`src/rtl/t1rx_pkg.sv`:
```
package t1rx_pkg;
    typedef enum logic {
        LINE_BIPOLAR = 1'b0,
        LINE_NRZ     = 1'b1
    } line_mode_e;

    typedef struct packed {
        logic valid;
        logic pos;
    } mark_mem_t;
endpackage

```
`src/rtl/t1rx_rail_sampler.sv`:
```
module t1rx_rail_sampler (
    input  logic clk,
    input  logic rst,
    input  logic pos_i,
    input  logic neg_i,
    output logic pos_s,
    output logic neg_s
);
    // Capture on the falling edge, mid-bit of the recovered clock.
    always_ff @(negedge clk) begin
        if (rst) begin
            pos_s <= 1'b0;
            neg_s <= 1'b0;
        end else begin
            pos_s <= pos_i;
            neg_s <= neg_i;
        end
    end
endmodule

```
`src/rtl/t1rx_line_monitor.sv`:
```
module t1rx_line_monitor
    import t1rx_pkg::*;
#(
    parameter int MATCH_RUN = 8
) (
    input  logic clk,
    input  logic rst,
    input  logic pos_s,
    input  logic neg_s,
    input  logic force_nrz,
    output logic bpv_o,
    output logic nrz_o
);
    localparam int RUN_W = $clog2(MATCH_RUN + 1);
    localparam logic [RUN_W-1:0] RUN_LAST = RUN_W'(MATCH_RUN - 1);

    line_mode_e       state_q, state_d;
    logic [RUN_W-1:0] run_q, run_d;
    mark_mem_t        mem_q, mem_d;
    logic             bpv_d;
    logic             both, split, active;

    assign both   = pos_s & neg_s;
    assign split  = pos_s ^ neg_s;
    assign active = force_nrz | (state_q == LINE_NRZ);
    assign nrz_o  = active;

    // State register
    always_ff @(posedge clk) begin
        if (rst) begin
            state_q <= LINE_BIPOLAR;
            run_q   <= '0;
        end else begin
            state_q <= state_d;
            run_q   <= run_d;
        end
    end

    // Transitions: enter_nrz, exit_nrz, hold
    always_comb begin
        state_d = state_q;
        run_d   = run_q;
        unique case (state_q)
            LINE_BIPOLAR: begin
                if (both) begin
                    if (run_q == RUN_LAST) begin
                        state_d = LINE_NRZ;
                        run_d   = '0;
                    end else begin
                        run_d = run_q + RUN_W'(1);
                    end
                end else if (split) begin
                    run_d = '0;
                end
            end
            LINE_NRZ: begin
                if (split) begin
                    state_d = LINE_BIPOLAR;
                    run_d   = '0;
                end
            end
            default: begin
                state_d = LINE_BIPOLAR;
                run_d   = '0;
            end
        endcase
    end

    // Violation decision and mark memory
    always_comb begin
        bpv_d = 1'b0;
        mem_d = mem_q;
        if (active) begin
            mem_d = '0;
        end else if (both) begin
            bpv_d = 1'b1;
        end else if (split) begin
            bpv_d     = mem_q.valid && (mem_q.pos == pos_s);
            mem_d.valid = 1'b1;
            mem_d.pos   = pos_s;
        end
    end

    always_ff @(posedge clk) begin
        if (rst) begin
            bpv_o <= 1'b0;
            mem_q <= '0;
        end else begin
            bpv_o <= bpv_d;
            mem_q <= mem_d;
        end
    end

    assert_both_high_flag_R3: assert property (@(posedge clk) disable iff (rst)
        (!nrz_o && pos_s && neg_s) |=> bpv_o);

    assert_quiet_in_nrz_R4: assert property (@(posedge clk) disable iff (rst)
        nrz_o |=> !bpv_o);

    assert_enter_nrz_R6: assert property (@(posedge clk) disable iff (rst)
        (state_q == LINE_BIPOLAR && pos_s && neg_s && run_q == RUN_LAST)
        |=> (state_q == LINE_NRZ && nrz_o));

    assert_exit_nrz_R7: assert property (@(posedge clk) disable iff (rst)
        (state_q == LINE_NRZ && (pos_s != neg_s)) |=> (state_q == LINE_BIPOLAR));
endmodule

```
`src/rtl/t1rx_delay_line.sv`:
```
module t1rx_delay_line #(
    parameter int LATENCY = 13
) (
    input  logic clk,
    input  logic rst,
    input  logic din,
    output logic dout
);
    localparam int STAGES = LATENCY;

    logic [STAGES-1:0] pipe;

    for (genvar g = 0; g < STAGES; g++) begin : g_stage
        if (g == 0) begin : g_head
            always_ff @(posedge clk) begin
                if (rst) pipe[0] <= 1'b0;
                else     pipe[0] <= din;
            end
        end else begin : g_body
            always_ff @(posedge clk) begin
                if (rst) pipe[g] <= 1'b0;
                else     pipe[g] <= pipe[g-1];
            end
        end
    end

    assign dout = pipe[STAGES-1];
endmodule

```
`src/rtl/t1_rail_rx.sv`:
```
module t1_rail_rx #(
    parameter int LATENCY   = 13,
    parameter int MATCH_RUN = 8
) (
    input  logic clk,
    input  logic rst,
    input  logic rail_pos,
    input  logic rail_neg,
    input  logic nrz_force,
    output logic ser_out,
    output logic bpv_out,
    output logic nrz_active
);
    logic pos_s, neg_s, merged;

    t1rx_rail_sampler u_sampler (
        .clk   (clk),
        .rst   (rst),
        .pos_i (rail_pos),
        .neg_i (rail_neg),
        .pos_s (pos_s),
        .neg_s (neg_s)
    );

    assign merged = pos_s | neg_s;

    t1rx_line_monitor #(.MATCH_RUN(MATCH_RUN)) u_monitor (
        .clk       (clk),
        .rst       (rst),
        .pos_s     (pos_s),
        .neg_s     (neg_s),
        .force_nrz (nrz_force),
        .bpv_o     (bpv_out),
        .nrz_o     (nrz_active)
    );

    t1rx_delay_line #(.LATENCY(LATENCY)) u_delay (
        .clk  (clk),
        .rst  (rst),
        .din  (merged),
        .dout (ser_out)
    );
endmodule

```
`config.mk`:
```
export PLATFORM = sky130hd
export DESIGN_NAME = t1_rail_rx
export DESIGN_NICKNAME = d
export VERILOG_FILES = /design/src/rtl/t1rx_pkg.sv /design/src/rtl/t1rx_rail_sampler.sv /design/src/rtl/t1rx_line_monitor.sv /design/src/rtl/t1rx_delay_line.sv /design/src/rtl/t1_rail_rx.sv
export SDC_FILE = /design/constraint.sdc
export NUM_CORES = 1
export LEC_CHECK = 0
export ABC_CLOCK_PERIOD_IN_PS = 1230
export CELL_PAD_IN_SITES_DETAIL_PLACEMENT = 0
export CELL_PAD_IN_SITES_GLOBAL_PLACEMENT = 2
export CORE_MARGIN = 5
export CORE_UTILIZATION = 31
export DETAILED_ROUTE_END_ITERATION = 10
export PLACE_DENSITY_LB_ADDON = 0.1
export SYNTH_ARGS = -nofsm -noshare
export SYNTH_HDL_FRONTEND = slang
export SYNTH_SLANG_ARGS = --single-unit
export TNS_END_PERCENT = 100
```
`constraint.sdc`:
```
create_clock -name clk -period 1.23 [get_ports clk]
set_clock_uncertainty 0.05 [all_clocks]
set_input_delay 0.1845 -clock clk [delete_from_list [all_inputs] [get_ports clk]]
set_output_delay 0.1845 -clock clk [all_outputs]
set_load 0.05 [all_outputs]
```
# Word-level counts from Yosys, hierarchy flattened
# Cells that the tools add are included.
# totals
elab_cells	42
ff_bits	23
out_inout_bits	3
input_bits	5
# op_classes
n_mux	10
n_eq_ne	2
n_addsub	1
bitwise	6
reduce_logical	3
# op_table
operator	n
4-bit two-way mux	3
4-bit case mux with 2 select lines	1
1-bit two-way mux	5
4-bit by 1-bit adder with 4-bit output, second input constant	1
4-bit by 3-bit equality test with 1-bit output, second input constant	1
1-bit inverter	2
1-bit bitwise OR	2
1-bit case mux with 2 select lines	1
2-bit AND reduction	1
2-bit OR reduction	1
1-bit bitwise AND	1
1-bit equality test	1
1-bit logical AND	1
1-bit bitwise XOR	1

# Depth between registers and ports, before layout
# depth
word_depth	4
ltp_mapped	5
mapped_depth_nobuf	5

# By module
# A second synthesis with hierarchy kept.
# hier_totals
hier_cells	74
area_unflattened_um2	842.1
# by_module_without_submodules
mod	instances	area_per_inst_um2	seq_area_each_um2	cells_per_inst
t1rx_delay_line	1	395.4	260.2	27
t1rx_line_monitor	1	384.1	160.2	41
t1rx_rail_sampler	1	56.3	40.0	5
t1_rail_rx	1	6.3	0.0	1

==> flow_summary.toml <==
[logic_synthesis]
synth-seq-cells = 23
synth.top_cells.by_area = "dfxtp_1, nor2b_1, ha_1"
synthesis.instances = 75
synth_area_um2 = 797
netlist.top_cell.by_area = "dfxtp_1"
post_synth.cell_area_avg_um2 = 10.6
synthesis.yosys.warnings = 0
yosys.cell_types.count = 21
synth_top_area_share_pct = 57.8
syn-num-nets = 83
synth_seq_area_share_pct = 57.8

[sta]
layout_setup_ws_ns = -0.598
unrepaired_setup_endpoints_after_global_routing = "yes"
timing.final.hold_violations = 0
tightestPinTransition_ns = 0.196
setup_violations = 10
fin_hold_ws_ns = 0.402
timing.max_slew.rel_slack_pct = 86.7
slew_violations = 0

[route]
detail_route.vias_per_cell = 4.34
detail-route-antenna-nets = 0
dr.first_iter.drc_count = 5
wirelength_um = 1360
drt-wirelength-per-cell_um = 10.6
via_count = 555
firstDrtPassIters = 2
number_of_remaining_drc_errors = 0

[hold_path]
worst_hold_path.endpoint = "u_delay.pipe[3]$_SDFF_PP0_"
hold_path_depth = 1
hold_path_startpoint = "u_delay.pipe[2]$_SDFF_PP0_"
min-delay-path-class = "register to register"

[run]
maxcap_violations = 0

[power_and_ir_drop]
power-per-cell-area_mw_per_mm2 = 1140
combPwrFrac_pct = 9.8
power.internal_w = 0.000960
power.net_switching_w = 0.000311
vdd_drop_max_v = 0.000732
power_leakage_nw = 0.446
share_seq_of_total_power_pct = 60.3
power_w = 0.00127
clkPwrFrac_pct = 29.9
switching_share_pct = 24.5

[clock_network]
clock_tree.root_cell = "clkbuf_4"
ctsHtreeMaxLevel = 1
clkSinkCount = 23
tritoncts = "built"
tritoncts.num_buffers = 3
clk-insertion-delay-late_ns = 0.37
max-clock-path-buffers = 2
cts.reportedPaths.clkPinSlew_ns = 0.14

[setup_path]
worst-r2r-cell-count = 4
startpoint_type = "register"
timing.critical_path.arrival_ns = 1.99
critical_path_class = "register to register"
critPathMaxFanout = 8
worst_path_largest_cell_delay_ns = 0.36
worst-r2r-setup-slack_ns = -0.60
r2r_start = "u_sampler.pos_s$_SDFF_NP0_"
critical_path_required_ns = 1.40
critical_path.slowest_cell = "dfxtp_4"
worstSetupEndpointType = "register"
rr_endpoint = "u_monitor.mem_q[0]$_SDFFE_PP0P_"
timing.critical_path.cells = "inv_2 -> ha_4 -> mux2i_2 -> nor3_2"

[die]
die_h_um = 60.7
placeableCoreArea_mm2 = 0.00248
fp-row-count = 18
design.die.area_mm2 = 0.00369
io_pins = 8
fp.dieW_um = 60.7
floorplan.initialDensity_pct = 32.2

[final_layout]
multi_input_area_um2 = 369
n_antenna_cell = 0
ff_latch_area_um2 = 467
fillers = 257
share_of_cells_above_drive_strength_1_pct = 36.7
mostFrequentLayoutCell = "dfxtp_1"
fin_nets = 107
layout.cell_area.non_filler_mm2 = 0.00111
synthToLayoutAreaGrowth_pct = 39.4
postLayoutCoreUtil_pct = 44.8
final_cell_mix = "dfxtp_1, nor2b_1, buf_4"

[global_route]
grt_use_total_pct = 8.31
grt_max_degree = 20
grt_pass1_vias = 490
total_grt_overflow = 0
antenna_found_initial = 0
grt_pass1_wl_um = 2190

[place]
portbufs = 7
place.detailed.hpwl_um = 853
place_area_mm2 = 0.00101
gpl.final_weighted_congestion = 0.636
dpl_worst_slack_ns = -0.491

[outcome]
violations_in_the_final_reports = "negative setup slack"
outcome = "finished, violations left"
worst max-delay path by stage:
stage / from / end / cells past startpoint
after floorplan: u_sampler.pos_s$_SDFF_NP0_ / u_monitor.run_q[0]$_SDFF_PP0_ / 4
after global placement: u_sampler.neg_s$_SDFF_NP0_ / u_monitor.run_q[0]$_SDFF_PP0_ / 4
after detailed placement: u_sampler.pos_s$_SDFF_NP0_ / u_monitor.mem_q[0]$_SDFFE_PP0P_ / 4
after CTS: u_sampler.pos_s$_SDFF_NP0_ / u_monitor.mem_q[0]$_SDFFE_PP0P_ / 4
after global routing: u_sampler.pos_s$_SDFF_NP0_ / u_monitor.mem_q[0]$_SDFFE_PP0P_ / 4
final: u_sampler.pos_s$_SDFF_NP0_ / u_monitor.mem_q[0]$_SDFFE_PP0P_ / 4
layer usage:
layer | wire (um) | track usage [%] | part of all wire, % | vias to the layer above
li1 | - | - | - | 291
met1 | 649 | 11.3 | 48 | 253
met2 | 630 | 11.1 | 46 | 7
met3 | 46 | 1.91 | 3.4 | 4
met4 | 32 | 6.50 | 2.4 | 0
met5 | 0 | 0 | 0 | -
metrics by stage:
| stage | TNS (ns) | cells |
|---|---|---|
| after floorplan | -3.27 | 75 |
| after CTS | -4.17 | 126 |
| after global routing | -5.24 | 128 |
| after global placement | -4.67 | 119 |
| after detailed placement | -4.58 | 119 |
| final | -4.46 | 128 |
layout make-up:
class | count | share of cell area (%)
Sequential cell | 23 | 42.0
Multi-Input combinational cell | 47 | 33.2
Timing Repair Buffer | 20 | 17.3
Inverter | 2 | 0.676
Clock inverter | 3 | 1.35
Tap cell | 30 | 3.38
Clock buffer | 3 | 2.03
power by group through the flow:
stage	Sequential [W]	Combinational [W]	Clock, W
floorplan	0.000783	0.0000578	0.0000152
global placement	0.000782	0.000101	0.0000152
detailed placement	0.000782	0.0000993	0.0000152
CTS	0.000766	0.000107	0.000403
global route	0.000769	0.000135	0.000447
finish	0.000767	0.000124	0.000380
logic make-up (layout without fill, tap and decap cells):
kind of cell,Yosys count,after routing,share of synthesized area (%)
and+or+nand+nor,34,34,25.7
DFF,23,23,57.8
AOI/OAI and AO/OA,6,6,4.40
buffers and inverters,5,28,2.83
adders and majority gates,3,3,4.71
xor gates and xnor gates,3,3,3.30
muxes,1,1,1.26
state kept, by name, indices dropped and copies added, names as in the netlist:
register	flops
u_delay.dout	1
u_sampler.neg_s	1
u_monitor.state_q	1
u_sampler.pos_s	1
u_monitor.run_q	4
u_delay.pipe	12
u_monitor.bpv_o	1
u_monitor.mem_q	2
Yosys cell counts:
master / number
dfxtp_1: 23
nor2b_1: 16
a21oi_1: 4
nor2_1: 4
ha_1: 3
inv_1: 3
nand3b_1: 3
nor3_1: 3
nand2_1: 2
nand3_1: 2
xor2_1: 2
a31oi_1: 1
and3b_1: 1
buf_4: 1
clkbuf_1: 1
mux2i_1: 1
nand2b_4: 1
o41ai_1: 1
or2_2: 1
or3_1: 1
xnor2_1: 1
repair_timing:
action / in CTS / in global routing
hold buffers: 0 / 0
resized for setup: 4 / 7
setup buffers: 2 / 2
endpoints found under the setup margin: 10 / 10
pin swaps: 3 / 3
worst max-delay path, delay by kind of cell, from the launching register on:
| family | cells | cell delay [ns] |
|---|---|---|
| DFF | 1 | 0.36 |
| adders and majority gates | 1 | 0.30 |
| muxes | 1 | 0.25 |
| and+or+nand+nor | 1 | 0.05 |
| buffers and inverters | 1 | 0.04 |
(Power assumes the default switching activity.)
